**src/rtl/tmr_pkg.sv**
```systemverilog
package tmr_pkg;
  typedef enum logic [1:0] {
    MODE_STOP = 2'b00,
    MODE_UP   = 2'b01,
    MODE_FREE = 2'b10,
    MODE_TRI  = 2'b11
  } tmr_mode_e;
endpackage

```
**src/rtl/tmr_tick_gen.sv**
```systemverilog
module tmr_tick_gen #(
  parameter int NUM_SRC = 4,
  parameter int DIV_W   = 2,
  localparam int SEL_W  = $clog2(NUM_SRC),
  localparam int PRE_W  = (1 << DIV_W) - 1
) (
  input  logic               clk,
  input  logic               rst_n,
  input  logic [NUM_SRC-1:0] src_tick_i,
  input  logic [SEL_W-1:0]   src_sel_i,
  input  logic [DIV_W-1:0]   div_sel_i,
  input  logic               run_i,
  input  logic               clr_i,
  output logic               tick_o
);
  logic [PRE_W-1:0] pre_q;
  logic [PRE_W-1:0] mask;
  logic             src_hit;

  assign src_hit = src_tick_i[src_sel_i];

  // low bits of the phase that must all be ones before a divided tick
  always_comb begin
    mask = '0;
    for (int i = 0; i < PRE_W; i++) mask[i] = (i < int'(div_sel_i));
  end

  assign tick_o = run_i && src_hit && !clr_i && ((pre_q & mask) == mask);

  always_ff @(posedge clk or negedge rst_n) begin
    if (!rst_n)                pre_q <= '0;
    else if (clr_i)            pre_q <= '0;
    else if (run_i && src_hit) pre_q <= pre_q + 1'b1;
  end
endmodule

```
**src/rtl/tmr_counter.sv**
```systemverilog
module tmr_counter
  import tmr_pkg::*;
#(
  parameter int CNT_W = 16
) (
  input  logic             clk,
  input  logic             rst_n,
  input  logic             tick_i,
  input  logic             clr_i,
  input  tmr_mode_e        mode_i,
  input  logic [CNT_W-1:0] period_i,
  output logic [CNT_W-1:0] count_o,
  output logic             dir_down_o,
  output logic             period_hit_o,
  output logic             zero_hit_o,
  output logic             cycle_evt_o
);
  logic [CNT_W-1:0] cnt_q, cnt_n;
  logic             dir_q, dir_n;
  logic             evt;
  logic             per_hit_q, zero_hit_q;

  always_comb begin
    cnt_n = cnt_q;
    dir_n = dir_q;
    evt   = 1'b0;
    if (tick_i) begin
      unique case (mode_i)
        MODE_UP: begin
          dir_n = 1'b0;
          if (cnt_q >= period_i) begin
            cnt_n = '0;
            evt   = 1'b1;
          end else begin
            cnt_n = cnt_q + 1'b1;
          end
        end
        MODE_FREE: begin
          dir_n = 1'b0;
          cnt_n = cnt_q + 1'b1;
          evt   = (cnt_q == '1);
        end
        MODE_TRI: begin
          if (!dir_q && (cnt_q < period_i)) begin
            cnt_n = cnt_q + 1'b1;
            dir_n = ((cnt_q + 1'b1) == period_i);
          end else if (cnt_q <= CNT_W'(1)) begin
            cnt_n = '0;
            dir_n = 1'b0;
            evt   = 1'b1;
          end else begin
            cnt_n = cnt_q - 1'b1;
            dir_n = 1'b1;
          end
        end
        default: ;
      endcase
    end
  end

  always_ff @(posedge clk or negedge rst_n) begin
    if (!rst_n) begin
      cnt_q      <= '0;
      dir_q      <= 1'b0;
      per_hit_q  <= 1'b0;
      zero_hit_q <= 1'b0;
    end else if (clr_i) begin
      cnt_q      <= '0;
      dir_q      <= 1'b0;
      per_hit_q  <= 1'b0;
      zero_hit_q <= 1'b0;
    end else begin
      cnt_q      <= cnt_n;
      dir_q      <= dir_n;
      per_hit_q  <= tick_i && (cnt_n == period_i);
      zero_hit_q <= tick_i && (cnt_n == '0);
    end
  end

  assign count_o      = cnt_q;
  assign dir_down_o   = dir_q;
  assign period_hit_o = per_hit_q;
  assign zero_hit_o   = zero_hit_q;
  assign cycle_evt_o  = evt && !clr_i;
endmodule

```
**src/rtl/tmr_flag.sv**
```systemverilog
module tmr_flag (
  input  logic clk,
  input  logic rst_n,
  input  logic set_i,
  input  logic clr_i,
  input  logic irq_en_i,
  output logic flag_o,
  output logic irq_o
);
  logic flag_q;

  always_ff @(posedge clk or negedge rst_n) begin
    if (!rst_n)     flag_q <= 1'b0;
    else if (set_i) flag_q <= 1'b1;
    else if (clr_i) flag_q <= 1'b0;
  end

  assign flag_o = flag_q;
  assign irq_o  = flag_q & irq_en_i;
endmodule

```
**src/rtl/tmr_core.sv**
```systemverilog
module tmr_core
  import tmr_pkg::*;
#(
  parameter int CNT_W   = 16,
  parameter int NUM_SRC = 4,
  parameter int DIV_W   = 2,
  localparam int SEL_W  = $clog2(NUM_SRC)
) (
  input  logic               clk,
  input  logic               rst_n,
  input  logic [NUM_SRC-1:0] src_tick_i,
  input  logic [SEL_W-1:0]   src_sel_i,
  input  logic [DIV_W-1:0]   div_sel_i,
  input  logic [1:0]         mode_i,
  input  logic               clr_i,
  input  logic [CNT_W-1:0]   period_i,
  input  logic               irq_en_i,
  input  logic               flag_clr_i,
  output logic [CNT_W-1:0]   count_o,
  output logic               dir_down_o,
  output logic               period_hit_o,
  output logic               zero_hit_o,
  output logic               flag_o,
  output logic               irq_o
);
  tmr_mode_e mode;
  logic      tick;
  logic      cycle_evt;

  assign mode = tmr_mode_e'(mode_i);

  tmr_tick_gen #(.NUM_SRC(NUM_SRC), .DIV_W(DIV_W)) u_tick (
    .clk        (clk),
    .rst_n      (rst_n),
    .src_tick_i (src_tick_i),
    .src_sel_i  (src_sel_i),
    .div_sel_i  (div_sel_i),
    .run_i      (mode != MODE_STOP),
    .clr_i      (clr_i),
    .tick_o     (tick)
  );

  tmr_counter #(.CNT_W(CNT_W)) u_cnt (
    .clk          (clk),
    .rst_n        (rst_n),
    .tick_i       (tick),
    .clr_i        (clr_i),
    .mode_i       (mode),
    .period_i     (period_i),
    .count_o      (count_o),
    .dir_down_o   (dir_down_o),
    .period_hit_o (period_hit_o),
    .zero_hit_o   (zero_hit_o),
    .cycle_evt_o  (cycle_evt)
  );

  tmr_flag u_flag (
    .clk      (clk),
    .rst_n    (rst_n),
    .set_i    (cycle_evt),
    .clr_i    (flag_clr_i),
    .irq_en_i (irq_en_i),
    .flag_o   (flag_o),
    .irq_o    (irq_o)
  );
endmodule

```
**config.mk**
```make
export PLATFORM = sky130hd
export DESIGN_NAME = tmr_core
export DESIGN_NICKNAME = d
export VERILOG_FILES = /design/src/rtl/tmr_pkg.sv /design/src/rtl/tmr_tick_gen.sv /design/src/rtl/tmr_counter.sv /design/src/rtl/tmr_flag.sv /design/src/rtl/tmr_core.sv
export SDC_FILE = /design/constraint.sdc
export NUM_CORES = 1
export LEC_CHECK = 0
export BUFFER_PORTS_ARGS = -buffer_cell sky130_fd_sc_hd__buf_4
export CORE_ASPECT_RATIO = 1.25
export CORE_MARGIN = 4
export CORE_UTILIZATION = 53
export CTS_CLUSTER_SIZE = 20
export DETAILED_ROUTE_END_ITERATION = 12
export GPL_ROUTABILITY_DRIVEN = 0
export PLACE_DENSITY = 0.78
export RECOVER_POWER = 100
export SLEW_MARGIN = 5
export SYNTH_ARGS = -nofsm -noshare
export SYNTH_HDL_FRONTEND = slang
export SYNTH_SLANG_ARGS = --single-unit
```
**constraint.sdc**
```tcl
create_clock -name clk -period 3.3 [get_ports clk]
set_input_delay 0.495 -clock clk [delete_from_list [all_inputs] [get_ports clk]]
set_output_delay 0.495 -clock clk [all_outputs]
set_load 0.05 [all_outputs]
```
==> impl_metrics.yaml, run 1 <==
timing:
  hold_violations: 0
  setup-violations-final: 2
  fmax_mhz: 294
  grt_setup_unrepaired: "true"
  clock_skew_ns: 0.0113
  worst_slew_pin_slew_ns: 1.43
  timing.final.ws_setup_ns: -0.0986
  final.setup.tns_ns: -0.103
  slew_headroom_pct: 4.38
  period_share_pct: 103
  slew_viol_final: 0
  layout_min_cycle_time_ns: 3.40
hold_path:
  hold_depth: 2
  hold_path_end: "u_flag.flag_o"
  holdCritStartpoint: "flag_clr_i"
  hold_path.class: "input port to flip-flop"
grt:
  grt_pass1_vias: 3781
  grt_antenna_before_repair: 0
  grt_max_degree: 25
  grt_overflow: 0
  track_usage_pct: 32.0
  grt_pass1_wl_um: 18700
routing:
  first_pass_iters: 6
  ant_nets: 0
  vias_per_cell: 6.81
  detail_route.wl_per_cell_um: 21.0
  wirelength_um: 12500
  drtIter0Drc: 482
  route.detailed.drc: 0
  route.vias.total: 4045
synthesis:
  synth_most_common_cell: "nor2_1"
  seq_area_frac_synth_pct: 18.0
  synth_area_per_cell_um2: 7.79
  synth_top_area_cell: "dfrtp_1"
  synth-edff-count: 0
  synth_seq_cells: 23
  synth_top_flop_cell: "dfrtp_1"
  ys_warn_count: 0
  ys_top_cells_by_area: "dfrtp_1 18%, ha_1 9.8%, xnor2_1 7.1%"
  async_reset_ff_share_pct: 100
  synthCells: 410
  synth_cell_type_count: 64
  synth_top_area_share_pct: 18.0
  synth.cell_area_um2: 3190
  synth_commonest_cells: "35 x nor2_1, 29 x inv_1, 26 x xnor2_1"
  syn_nets: 466
critical_path:
  crit_arrival_ns: 3.61
  crit_top_cell: "or4_4"
  r2r_setup_slack_ns: -0.1
  crit_family: "simple AND/OR/NAND/NOR gates"
  critical_path.max_stage_delay_ns: 0.61
  path_max_fanout: 7
  worstPathRequired_ns: 3.51
  worst-path-buf-inv: 2
  crit_path_top_delay_cell: "or4_4"
  crit_path_cell_trace: "or4_4 > or4_4 > o31ai_4 > buf_6 > buf_4 > nand2b_1 > o22ai_1 > a22oi_2 > nand3_1 > nor4_2 > and3_1"
  worst_r2r_path_depth: 11
  start_kind: "flip-flop"
  timing.rr.start: "u_cnt.count_o[11]"
  reg2reg_to: "u_cnt.zero_hit_o"
  crit_path_end_kind: "flip-flop"
  worstSetupPathType: "flip-flop to flip-flop"
power_and_ir_drop:
  irDropWorstVdd_uv: 130
  power_leakage_nw: 2.04
  intPower_uw: 478
  p_clk_share_pct: 27.3
  comb_power_share_pct: 32.2
  p_switching_uw: 233
  swShare_pct: 32.8
  power.density_nw_per_um2: 160
  p_seq_share_pct: 40.5
place:
  dp_hpwl_um: 8980
  io_buffers: 51
floorplanning:
  dieArea_um2: 7340
  num_io_pins: 52
  start_util_pct: 54.9
  core_area_um2: 5820
  rows: 31
  dieWidth_um: 77.4
  die_h_um: 94.8
layout:
  insertedDiodeCount: 0
  area_growth_pct: 39.1
  drive_gt1_share_pct: 34.1
  final_nets: 585
  post-route-util_pct: 76.4
  fillers: 428
flow_run:
  drv_cap: 0
clock_tree:
  clock_latency_ns: 0.28
  ctsHoldBuffers: 0
  cts-root-buf: "clkbuf_8"
  cts_buffers: 3
  clk_path_buf_depth: 2
  clock_sinks: 23
  cts_tree: "done"
  htree_num_levels: 1
  clkSlewWorstSetupHoldPaths_ns: 0.10
run_status:
  violations: "setup timing"
  status: "finished, violations left"
==> cells in the final DEF (no fill, tap or decap), types with 5 or more instances in the layout <==
cell type | Yosys | final
a211oi_2 | 2 | 5
a21o_1 | 5 | 5
a21oi_1 | 13 | 12
and3_1 | 10 | 10
buf_4 | 0 | 129
clkbuf_1 | 21 | 7
dfrtp_1 | 23 | 18
dfrtp_2 | 0 | 5
ha_1 | 25 | 19
ha_4 | 0 | 6
inv_1 | 29 | 29
mux2i_1 | 7 | 7
nand2_1 | 17 | 17
nand2b_1 | 6 | 6
nand3_1 | 15 | 15
nand4_1 | 8 | 8
nor2_1 | 35 | 34
nor2b_1 | 9 | 9
nor3_1 | 15 | 14
nor4_1 | 14 | 13
o21ai_0 | 19 | 17
o22ai_1 | 5 | 5
or3_1 | 7 | 7
xnor2_1 | 26 | 25
xor2_1 | 15 | 15
==> power groups by stage <==
stage               clock network [mW]  logic (mW)  registers [mW]
finish                           0.194       0.229           0.288
global route                     0.207       0.245           0.289
CTS                              0.197       0.209           0.288
detailed placement                   0       0.205           0.294
global placement                     0       0.199           0.293
floorplan                            0      0.0995           0.295
==> worst max-delay path by stage <==
stage | startpoint | slack, ns | depth (start not counted) | endpoint
after floorplan | u_cnt.count_o[8] | -0.0004 | 9 | u_cnt.period_hit_o
after global placement | period_i[14] | -0.15 | 13 | u_cnt.period_hit_o
after detailed placement | period_i[10] | -0.30 | 14 | u_cnt.zero_hit_o
after CTS | u_cnt.count_o[3] | 0.003 | 12 | u_cnt.zero_hit_o
after global routing | u_cnt.count_o[9] | -0.27 | 12 | u_cnt.zero_hit_o
final | u_cnt.count_o[11] | -0.1 | 11 | u_cnt.zero_hit_o
==> cell families (layout without fill, tap and decap cells) <==
group	Yosys count	count (layout)	synth area share, %
AO/OA/AOI/OAI	98	98	23.0
XOR/XNOR	41	41	11.2
adder cells (fa/ha/maj)	25	25	9.79
buffers and inverters	55	173	7.05
flip-flops	23	23	18.0
multiplexers	10	10	3.37
AND/OR/NAND/NOR	158	158	27.5
==> flip-flops by register name, summed over array words and instances (netlist names) <==
signal	count
u_cnt.count_o	16
u_cnt.dir_down_o	1
u_cnt.period_hit_o	1
u_cnt.zero_hit_o	1
u_flag.flag_o	1
u_tick.pre_q	3
==> layout make-up <==
class                           count  area [um2]  area share (%)
Timing Repair Buffer              140        1060            24.0
Sequential cell                    23         582            13.1
Multi-Input combinational cell    332        2560            57.6
Clock buffer                        4        45.0            1.01
Tap cell                           66        82.6            1.86
Inverter                           29         109            2.45
==> through the flow <==
step / std cells / hold slack [ns] / area, um2 / power (mW) / worst slack, ns
finish: 594 / 0.394 / 4440 / 0.711 / -0.0986
global route: 594 / 0.392 / 4440 / 0.741 / -0.265
global placement: 580 / 0.422 / 4200 / 0.492 / -0.145
detailed placement: 580 / 0.423 / 4200 / 0.498 / -0.301
floorplan: 410 / 0.199 / 3240 / 0.395 / -0.000357
CTS: 587 / 0.119 / 4290 / 0.693 / 0.00322
==> repair_timing <==
action | CTS | global route
setup buffers | 3 | 7
pin swaps | 1 | 10
resized for setup | 6 | 19
endpoints found under the hold margin | 0 | 0
setup endpoints to repair | 2 | 3
gates cloned | 0 | 0
==> per-layer routing <==
layer  wire length [um]  global-route usage (%)
met3               1190                    4.48
met5                  0                       0
met4                916                    21.4
met2               5940                    53.5
met1               4450                    38.2
==> worst reg2reg max path: cells and delay by family, from the launching register on <==
kind / cells / cell delay, ns
AOI/OAI and AO/OA: 3 / 0.56
and+or+nand+nor: 6 / 1.99
DFF: 1 / 0.45
buffers and inverters: 2 / 0.34
Note: power is estimated with default switching activity, not from simulation.
==> run 2: changes to the inputs <==
--- a/config.mk
+++ b/config.mk
@@ -7,7 +7,7 @@
 export LEC_CHECK = 0
 export BUFFER_PORTS_ARGS = -buffer_cell sky130_fd_sc_hd__buf_4
 export CORE_ASPECT_RATIO = 1.25
-export CORE_MARGIN = 4
+export CORE_MARGIN = 1
 export CORE_UTILIZATION = 53
 export CTS_CLUSTER_SIZE = 20
 export DETAILED_ROUTE_END_ITERATION = 12
==> run 2 against run 1 <==
  * The run ends with capacitance limit, slew limit, setup timing left
  * Sequential power about the same
  * Worst hold slack better by 0.00089 ns
  * Critical endpoint is now u_cnt.period_hit_o
  * Fmax grew 1.6%
  * Non-clock buffer count is 20 higher
  * Highest routed layer unchanged
  * Total power decreased by 0.51%
  * Final cell count increased by 3.4%
  * Clock skew down 0.0080 ns
  * Combinational power hardly changed
  * Design area up 2.6%
  * Sequential cell count stayed put
  * Largest cell class unchanged
  * Register-to-register slack improved by 0.05 ns
  * Via count rose by 0.47%
==> impl_metrics.yaml, run 2 (synthesis results as in run 1) <==
clock_tree:
  htree_num_levels: 1
  clock_sinks: 23
  cts_buffers: 3
  cts_tree: "done"
  clkSlewWorstSetupHoldPaths_ns: 0.09
  clk_path_buf_depth: 2
  cts-root-buf: "clkbuf_8"
  ctsHoldBuffers: 0
  clock_latency_ns: 0.28
floorplanning:
  die_h_um: 88.8
  rows: 31
  dieWidth_um: 71.4
  core_area_um2: 5820
  start_util_pct: 54.9
  num_io_pins: 52
  dieArea_um2: 6340
critical_path:
  crit_path_top_delay_cell: "or4_1"
  worstPathRequired_ns: 3.49
  path_max_fanout: 5
  start_kind: "flip-flop"
  crit_arrival_ns: 3.53
  critical_path.max_stage_delay_ns: 0.54
  worst-path-buf-inv: 3
  worstSetupPathType: "flip-flop to flip-flop"
  crit_family: "simple AND/OR/NAND/NOR gates"
  crit_path_end_kind: "flip-flop"
  crit_path_cell_trace: "buf_4 > buf_4 > or4_1 > or2_1 > or3_1 > a21o_1 > mux2_4 > buf_4 > o221ai_2 > a21oi_1 > a2111o_1 > nor4_2"
  crit_top_cell: "buf_4"
place:
  io_buffers: 51
  dp_hpwl_um: 9000
grt:
  track_usage_pct: 39.3
  grt_pass1_wl_um: 18700
  grt_overflow: 0
  grt_antenna_before_repair: 0
  grt_pass1_vias: 3790
  grt_max_degree: 24
run_status:
  violations: "capacitance limit, slew limit, setup timing"
  status: "finished, violations left"
timing:
  final.setup.tns_ns: -0.0809
  layout_min_cycle_time_ns: 3.35
  fmax_mhz: 299
  timing.final.ws_setup_ns: -0.0465
  grt_setup_unrepaired: "true"
  slew_viol_final: 23
  worst_slew_pin_slew_ns: 1.50
  period_share_pct: 101
  slew_headroom_pct: -0.312
  setup-violations-final: 2
  hold_violations: 0
  clock_skew_ns: 0.00327
routing:
  route.detailed.drc: 0
  wirelength_um: 12100
  first_pass_iters: 8
  detail_route.wl_per_cell_um: 19.8
  ant_nets: 0
  route.vias.total: 4064
  drtIter0Drc: 635
  vias_per_cell: 6.62
power_and_ir_drop:
  irDropWorstVdd_uv: 154
  power.density_nw_per_um2: 155
  finalPower_uw: 707
  power_leakage_nw: 2.13
hold_path:
  hold_path.class: "input port to flip-flop"
layout:
  insertedDiodeCount: 0
  final_nets: 605
  final_common_cell: "buf_4"
  post-route-util_pct: 78.3
  largest_reg_flops: 16
  layout_common_cells: "149 x buf_4, 34 x nor2_1, 29 x inv_1"
  area_growth_pct: 42.7
  drive_gt1_share_pct: 35.9
flow_run:
  drv_cap: 1
## run 2: final cells by class
type / instances / area, um2
clock buffers: 4 / 45.0
well taps: 66 / 82.6
repair buffers: 160 / 1180
multi-input cells: 332 / 2560
inverters: 29 / 109
fillers: 396 / 1260
flip-flops and latches: 23 / 582
## run 2: path summary, 6_finish.rpt
check,startpoint,depth (start not counted),endpoint,slack (ns)
max reg2reg,u_cnt.count_o[1],12,u_cnt.period_hit_o,-0.05
min reg2reg,u_tick.pre_q[2],2,u_tick.pre_q[2],0.55
max in group asynchronous,rst_n,1,u_cnt.count_o[10],1.75
max,u_cnt.count_o[1],12,u_cnt.period_hit_o,-0.05
min in group asynchronous,rst_n,1,u_cnt.count_o[3],0.56
min,flag_clr_i,2,u_flag.flag_o,0.39
## run 2: metrics by stage
step                      hold slack (ns)  std cells  worst slack, ns  area [um2]
after floorplan                     0.199        410        -0.000357        3240
after global placement              0.418        602           -0.317        4340
after detailed placement            0.420        602           -0.331        4340
after CTS                           0.124        611          0.00122        4460
after global routing                0.391        614           -0.226        4560
final                               0.395        614          -0.0465        4560
## run 2: worst reg2reg max path, cell delays in order (launching register included)
cell and delay, ns:
dfrtp_1 0.40, buf_4 0.14, buf_4 0.15, or4_1 0.54, or2_1 0.34, or3_1 0.38
a21o_1 0.18, mux2_4 0.26, buf_4 0.13, o221ai_2 0.18, a21oi_1 0.11, a2111o_1 0.31
nor4_2 0.14
## run 2: power breakdown
group | total, mW | internal, mW | switching (mW)
registers | 0.288 | 0.285 | 0.00303
logic | 0.228 | 0.107 | 0.121
clock network | 0.191 | 0.0867 | 0.105
total | 0.707 | 0.479 | 0.229
## run 2: per-layer routing
layer  wire length [um]  global-route usage, %  part of all wire [%]  vias up
met1               4380                   44.5                    36     1861
met4                982                   28.0                   8.1        0
met2               5640                   65.6                    46      308
li1                   -                      -                     -     1804
met3               1140                   8.66                   9.4       91
met5                  0                      0                     0        -
## run 2: repair_timing
item	4_1_cts	5_1_grt
pin swaps	5	4
hold endpoints to repair	0	0
setup buffers	5	3
resized for setup	8	15
cloned	0	0
setup endpoints to repair	2	2
